## src/rtl/wrl_pkg.sv

```systemverilog
package wrl_pkg;

    typedef enum logic [2:0] {
        SQ_IDLE,
        SQ_PULSE,
        SQ_WAIT,
        SQ_SAMPLE,
        SQ_EVAL,
        SQ_CHECK
    } seq_state_e;

    typedef enum logic [2:0] {
        LN_OFF,
        LN_SEEK0,
        LN_SEEK1,
        LN_LOCK,
        LN_FAIL
    } lane_state_e;

    typedef struct packed {
        logic clr;
        logic sample;
        logic eval;
    } step_ctl_t;

    function automatic logic vote_high(input int unsigned ones, input int unsigned n);
        return (2 * ones) > n;
    endfunction

endpackage

```

## src/rtl/wrl_sync.sv

```systemverilog
module wrl_sync #(
    parameter int STAGES = 2
) (
    input  logic clk,
    input  logic rst,
    input  logic d_i,
    output logic q_o
);
    logic [STAGES-1:0] sh_q;

    always_ff @(posedge clk) begin
        if (rst) sh_q <= '0;
        else     sh_q <= {sh_q[STAGES-2:0], d_i};
    end

    assign q_o = sh_q[STAGES-1];
endmodule

```

## src/rtl/wrl_seq.sv

```systemverilog
module wrl_seq
    import wrl_pkg::*;
#(
    parameter int WAIT_W  = 8,
    parameter int SAMPLES = 3
) (
    input  logic              clk,
    input  logic              rst,
    input  logic              start_i,
    input  logic [WAIT_W-1:0] wait_i,
    input  logic              all_fin_i,
    output step_ctl_t         ctl_o,
    output logic              dqs_pulse_o,
    output logic              done_o
);
    localparam int SCNT_W = (SAMPLES > 1) ? $clog2(SAMPLES) : 1;
    localparam logic [SCNT_W-1:0] SCNT_LAST = SCNT_W'(SAMPLES - 1);

    seq_state_e        state_q;
    logic [WAIT_W-1:0] wcnt_q;
    logic [SCNT_W-1:0] scnt_q;
    logic              done_q;

    always_comb begin
        ctl_o.clr    = (state_q == SQ_IDLE) && start_i;
        ctl_o.sample = (state_q == SQ_SAMPLE);
        ctl_o.eval   = (state_q == SQ_EVAL);
        dqs_pulse_o  = (state_q == SQ_PULSE);
    end

    always_ff @(posedge clk) begin
        if (rst) begin
            state_q <= SQ_IDLE;
            wcnt_q  <= '0;
            scnt_q  <= '0;
            done_q  <= 1'b0;
        end else begin
            case (state_q)
                SQ_IDLE: if (start_i) begin
                    state_q <= SQ_PULSE;
                    done_q  <= 1'b0;
                end
                SQ_PULSE: begin
                    wcnt_q  <= wait_i;
                    state_q <= SQ_WAIT;
                end
                SQ_WAIT: begin
                    if (wcnt_q == '0) begin
                        scnt_q  <= '0;
                        state_q <= SQ_SAMPLE;
                    end else begin
                        wcnt_q <= wcnt_q - WAIT_W'(1);
                    end
                end
                SQ_SAMPLE: begin
                    if (scnt_q == SCNT_LAST) state_q <= SQ_EVAL;
                    else                     scnt_q  <= scnt_q + SCNT_W'(1);
                end
                SQ_EVAL:  state_q <= SQ_CHECK;
                SQ_CHECK: begin
                    if (all_fin_i) begin
                        state_q <= SQ_IDLE;
                        done_q  <= 1'b1;
                    end else begin
                        state_q <= SQ_PULSE;
                    end
                end
                default: state_q <= SQ_IDLE;
            endcase
        end
    end

    assign done_o = done_q;


    pulse_single_chk: assert property (@(posedge clk) disable iff (rst)
        dqs_pulse_o |=> !dqs_pulse_o);


    done_hold_chk: assert property (@(posedge clk) disable iff (rst)
        (done_o && !start_i) |=> done_o);
endmodule

```

## src/rtl/wrl_lane.sv

```systemverilog
module wrl_lane
    import wrl_pkg::*;
#(
    parameter int TAP_W   = 7,
    parameter int SAMPLES = 3
) (
    input  logic             clk,
    input  logic             rst,
    input  logic             en_i,
    input  step_ctl_t        ctl_i,
    input  logic             fb_i,
    output logic [TAP_W-1:0] tap_o,
    output logic             fin_o,
    output logic             err_o,
    output logic             act_o
);
    localparam int ONES_W = $clog2(SAMPLES + 1);
    localparam logic [TAP_W-1:0] TAP_MAX = '1;

    lane_state_e       state_q;
    logic [TAP_W-1:0]  tap_q;
    logic [ONES_W-1:0] ones_q;
    logic              searching;
    logic              hit;

    assign searching = (state_q == LN_SEEK0) || (state_q == LN_SEEK1);
    assign hit       = vote_high(32'(ones_q), SAMPLES);

    always_ff @(posedge clk) begin
        if (rst) begin
            state_q <= LN_OFF;
            tap_q   <= '0;
            ones_q  <= '0;
        end else if (ctl_i.clr) begin
            state_q <= en_i ? LN_SEEK0 : LN_OFF;
            tap_q   <= '0;
            ones_q  <= '0;
        end else begin
            if (ctl_i.sample && searching)
                ones_q <= ones_q + ONES_W'(fb_i);
            if (ctl_i.eval) begin
                ones_q <= '0;
                if (state_q == LN_SEEK1 && hit) begin
                    state_q <= LN_LOCK;
                end else if (searching) begin
                    if (tap_q == TAP_MAX) begin
                        state_q <= LN_FAIL;
                    end else begin
                        tap_q <= tap_q + TAP_W'(1);
                        if (state_q == LN_SEEK0 && !hit) state_q <= LN_SEEK1;
                    end
                end
            end
        end
    end

    assign tap_o = tap_q;
    assign fin_o = (state_q == LN_LOCK) || (state_q == LN_FAIL);
    assign err_o = (state_q == LN_FAIL);
    assign act_o = (state_q != LN_OFF);


    tap_step_chk: assert property (@(posedge clk) disable iff (rst)
        !ctl_i.clr |=> (tap_q == $past(tap_q)) || (tap_q == $past(tap_q) + TAP_W'(1)));


    tap_hold_chk: assert property (@(posedge clk) disable iff (rst)
        (fin_o && !ctl_i.clr) |=> (fin_o && $stable(tap_q)));


    err_tap_chk: assert property (@(posedge clk) disable iff (rst)
        err_o |-> (tap_q == TAP_MAX));


    no_early_lock_chk: assert property (@(posedge clk) disable iff (rst)
        (state_q == LN_SEEK0 && !ctl_i.clr) |=> (state_q != LN_LOCK));
endmodule

```

## src/rtl/wrlvl_calib.sv

```systemverilog
module wrlvl_calib
    import wrl_pkg::*;
#(
    parameter int NUM_LANES   = 2,
    parameter int TAP_W       = 7,
    parameter int WAIT_W      = 8,
    parameter int SAMPLES     = 3,
    parameter int SYNC_STAGES = 2
) (
    input  logic                       clk,
    input  logic                       rst,
    input  logic                       start_i,
    input  logic [NUM_LANES-1:0]       lane_en_i,
    input  logic [WAIT_W-1:0]          wait_cycles_i,
    input  logic [NUM_LANES-1:0]       fb_async_i,
    output logic                       dqs_pulse_o,
    output logic [NUM_LANES*TAP_W-1:0] tap_o,
    output logic [NUM_LANES-1:0]       lane_done_o,
    output logic [NUM_LANES-1:0]       lane_err_o,
    output logic                       done_o
);
    step_ctl_t            ctl;
    logic [NUM_LANES-1:0] fb_sync;
    logic [NUM_LANES-1:0] fin;
    logic [NUM_LANES-1:0] act;
    logic                 all_fin;

    assign all_fin = &(fin | ~act);

    wrl_seq #(
        .WAIT_W (WAIT_W),
        .SAMPLES(SAMPLES)
    ) seq_i (
        .clk        (clk),
        .rst        (rst),
        .start_i    (start_i),
        .wait_i     (wait_cycles_i),
        .all_fin_i  (all_fin),
        .ctl_o      (ctl),
        .dqs_pulse_o(dqs_pulse_o),
        .done_o     (done_o)
    );

    for (genvar l = 0; l < NUM_LANES; l++) begin : g_lane
        wrl_sync #(
            .STAGES(SYNC_STAGES)
        ) sync_i (
            .clk(clk),
            .rst(rst),
            .d_i(fb_async_i[l]),
            .q_o(fb_sync[l])
        );

        wrl_lane #(
            .TAP_W  (TAP_W),
            .SAMPLES(SAMPLES)
        ) lane_i (
            .clk  (clk),
            .rst  (rst),
            .en_i (lane_en_i[l]),
            .ctl_i(ctl),
            .fb_i (fb_sync[l]),
            .tap_o(tap_o[l*TAP_W +: TAP_W]),
            .fin_o(fin[l]),
            .err_o(lane_err_o[l]),
            .act_o(act[l])
        );
    end

    assign lane_done_o = fin;


    done_all_chk: assert property (@(posedge clk) disable iff (rst)
        done_o |-> all_fin);
endmodule

```

## config.mk

```make
export PLATFORM = sky130hd
export DESIGN_NAME = wrlvl_calib
export DESIGN_NICKNAME = d
export VERILOG_FILES = /design/src/rtl/wrl_pkg.sv /design/src/rtl/wrl_sync.sv /design/src/rtl/wrl_seq.sv /design/src/rtl/wrl_lane.sv /design/src/rtl/wrlvl_calib.sv
export SDC_FILE = /design/constraint.sdc
export NUM_CORES = 1
export LEC_CHECK = 0
export BUFFER_PORTS_ARGS = -buffer_cell sky130_fd_sc_hd__buf_2
export CORE_UTILIZATION = 53
export CTS_BUF_LIST = sky130_fd_sc_hd__clkbuf_4 sky130_fd_sc_hd__clkbuf_8
export DETAILED_ROUTE_END_ITERATION = 10
export PLACE_DENSITY = 0.78
export SLEW_MARGIN = 25
export SYNTH_ARGS = -nofsm -noshare
export SYNTH_HDL_FRONTEND = slang
export SYNTH_SLANG_ARGS = --single-unit
```

## constraint.sdc

```tcl
create_clock -name clk -period 1.7 [get_ports clk]
set_input_delay 0.255 -clock clk [delete_from_list [all_inputs] [get_ports clk]]
set_output_delay 0.255 -clock clk [all_outputs]
set_load 0.005 [all_outputs]
```

==> impl_metrics.csv <==
group,metric,value,unit
power,portion_of_total_power_attributed_to_sequential_cells,0.407,
grt,grt_start_max_net_pins,13,
placed_design,buffer_ports.inserted,34,
sta,rsz0062_at_grt,"yes",
finish,flow.area_growth_from_synthesis,32.5,%
critical_path,timing.critical_path.fanout_max,4,
floorplanning,dieHeight,67.4,µm
placed_design,preCtsSetupSlack,-0.0749,ns
finish,nFillCells,287,
clocking,clk_transition_reported_paths,0.08,ns
grt,globalRoute.totalOverflow,0,
synthesis,synth_warnings,0,
status,status,"finished with violations",
grt,antenna_found_initial,0,
clocking,tritoncts_clock_tree,"built",
placed_design,globalplace.congestion,0.845,
grt,grt_first_pass_wirelength,9.39,mm
critical_path,worstSetupEndpointType,"register",
critical_path,crit_type,"reg -> reg",
power,clock_network_fraction_of_design_power,0.303,
clocking,clockRootBuffer,"clkbuf_8",
finish,post-route-util,0.740,
clocking,cts_made_buffers,5,
sta,setup_violations,2,
placed_design,dp_hpwl,4.23,mm
status,violations,"setup timing",
clocking,ctsLongestPathBuffers,2,
placed_design,place_inst,382,
detailed_routing,firstDrtPassIters,5,
clocking,cts_num_sinks,42,
sta,max_clock_freq,561,MHz
min_path,timing.hold.worst.class,"in -> reg",
sta,worst_slew_margin_rel,0.691,
synthesis,synth_enable_flop_cells,0,
power,power.combinational.fraction,0.289,
detailed_routing,via_count,2392,
finish,final_common_cell,"buf_4",
critical_path,count_of_buffering_cells_on_the_critical_path_with_inverters_included,0,
synthesis,synth_seq_cells,42,
critical_path,critical-path-slowest-cell,"or4_4",
finish,final_layout_size_suffix_gt1_frac,0.368,
grt,vias_in_the_first_global_route,2106,
sta,tns,-0.119,ns
power,fin_total_pwr,2.71,mW
finish,finish.instance_area,3000,µm²
power,cell_int_power,1.89,mW
detailed_routing,dr.first_iter.drc_count,248,
synthesis,synth.avg_cell_area,8.43,µm²
power,power.density_cell_area,902,nW/µm²
floorplanning,die-width,67.4,µm
finish,finalNetCount,361,
detailed_routing,routed_wire_length_per_instance,15.6,µm
floorplanning,ioPinCount,35,
critical_path,crit_path_start_kind,"register",
critical_path,cp_cell_sequence,"or4_4 -> o32a_1 -> or3_1 -> a21oi_1",
floorplanning,fp.coreArea,4060,µm²
job,max_cap_viol_count,0,
power,power.ir.vdd_worst,648,µV
critical_path,critPathMaxStageDelay,0.57,ns
detailed_routing,route.detailed.drc,0,
floorplanning,placementRows,23,
synthesis,synthDistinctLibCells,61,
synthesis,syn_area,2270,µm²
sta,slew_violations,0,
detailed_routing,drt.antenna.violating_nets,0,
power,power_leakage,1.19,nW
detailed_routing,totalWireLength,6.09,mm
sta,timing.final.crit_period,1.78,ns
detailed_routing,route.detailed.vias_per_inst,6.13,
grt,global_route.usage.total,0.274,
synthesis,yosysSeqAreaShare,0.371,
critical_path,worst_path_dominant_cell_family,"simple AND/OR/NAND/NOR gates",
power,power_switching_share,0.302,
clocking,insertion_delay_to_the_later_sink_of_the_worst_skew_pair,0.29,ns
sta,worst_hold_slack,0.171,ns
synthesis,mappedNetlistNets,291,
finish,antenna_cells_inserted,0,
sta,worst_pin_slew,0.464,ns
synthesis,instance_count_of_the_mapped_netlist,269,
floorplanning,start_util,0.559,
power,power_switching,0.818,mW
finish,finish.cell_count_without_fillers,390,
sta,final.period_utilization,1.05,
clocking,ctsHtreeMaxLevel,2,
critical_path,cp_data_required_time,1.93,ns
critical_path,critPathArrivalTime,2.01,ns
finish,layout_common_cells,"46 x buf_4, 34 x dfxtp_1, 34 x buf_2",
sta,layout_setup_ws,-0.0834,ns
synthesis,synth-main-ff-cell,"dfxtp_1",
placed_design,placed_cell_area,2770,µm²
sta,timing_hold_violations_final,0,
synthesis,async_flop_share,0,
sta,finalClockSkew,0.00558,ns
floorplanning,area_enclosed_by_the_die_boundary,4540,µm²
-- Yosys cell counts (6+ instances only) --
cell | n | area, µm²
nand2_1 | 19 | 71.3
clkbuf_1 | 10 | 37.5
ha_1 | 7 | 87.6
o22ai_1 | 6 | 37.5
nor2_1 | 19 | 71.3
dfxtp_1 | 42 | 841
nand3_1 | 12 | 60.1
o21ai_0 | 9 | 45.0
o21a_1 | 6 | 45.0
inv_1 | 9 | 33.8
a21oi_1 | 22 | 110
-- power groups by stage --
stage | combinational (mW) | clock, mW | sequential, mW
2_1_floorplan | 0.427 | 0 | 1.11
3_3_place_gp | 0.707 | 0 | 1.11
5_1_grt | 0.844 | 0.870 | 1.11
6_report | 0.783 | 0.822 | 1.10
4_1_cts | 0.741 | 0.834 | 1.09
3_5_place_dp | 0.727 | 0 | 1.11
-- sequential cells by signal, summed over array words and instances, names as in the netlist --
signal	cells
g_lane.lane_i.ones_q	4
g_lane.lane_i.state_q	6
g_lane.lane_i.tap_o	14
g_lane.sync_i.sh_q	4
seq_i.done_o	1
seq_i.scnt_q	2
seq_i.state_q	3
seq_i.wcnt_q	8
-- layer usage --
| metal | vias up | wire, µm | GRT usage |
|---|---|---|---|
| met5 | - | 0 | 0 |
| met4 | 0 | 80 | 0.0904 |
| met3 | 10 | 381 | 0.0659 |
| met2 | 94 | 2910 | 0.436 |
| met1 | 1134 | 2720 | 0.361 |
| li1 | 1154 | - | - |
-- worst paths after layout --
kind	start	endpoint	slack [ns]	depth (start not counted)
worst min-delay path	fb_async_i[0]	g_lane[0].sync_i.sh_q[0]	0.17	2
worst max-delay path	seq_i.wcnt_q[6]	seq_i.scnt_q[1]	-0.08	4
worst min register to register	g_lane[0].sync_i.sh_q[0]	g_lane[0].sync_i.sh_q[1]	0.44	1
worst max register to register	seq_i.wcnt_q[6]	seq_i.scnt_q[1]	-0.08	4
-- cell type report --
| cell class | count | area (µm²) | share of cell area |
|---|---|---|---|
| inverters | 10 | 38.8 | 0.0129 |
| flip-flops and latches | 42 | 856 | 0.285 |
| clock buffers | 7 | 83.8 | 0.0279 |
| clock inverters | 1 | 30.0 | 0.0100 |
| well taps | 50 | 62.6 | 0.0208 |
| multi-input cells | 199 | 1410 | 0.468 |
| repair buffers | 81 | 527 | 0.175 |
-- what timing repair did --
action	CTS	global route
pin swaps	2	1
setup endpoints to repair	11	31
setup buffers	0	1
hold buffers	0	0
resized for setup	6	29
-- kinds of logic after synthesis --
kind of cell	synth area share
compound gates	0.238
xor+xnor	0.0155
fa+ha+maj	0.0386
buf+inv	0.0546
flops	0.371
mux	0.00883
simple gates	0.273
Power figures use the tool's default switching activity.
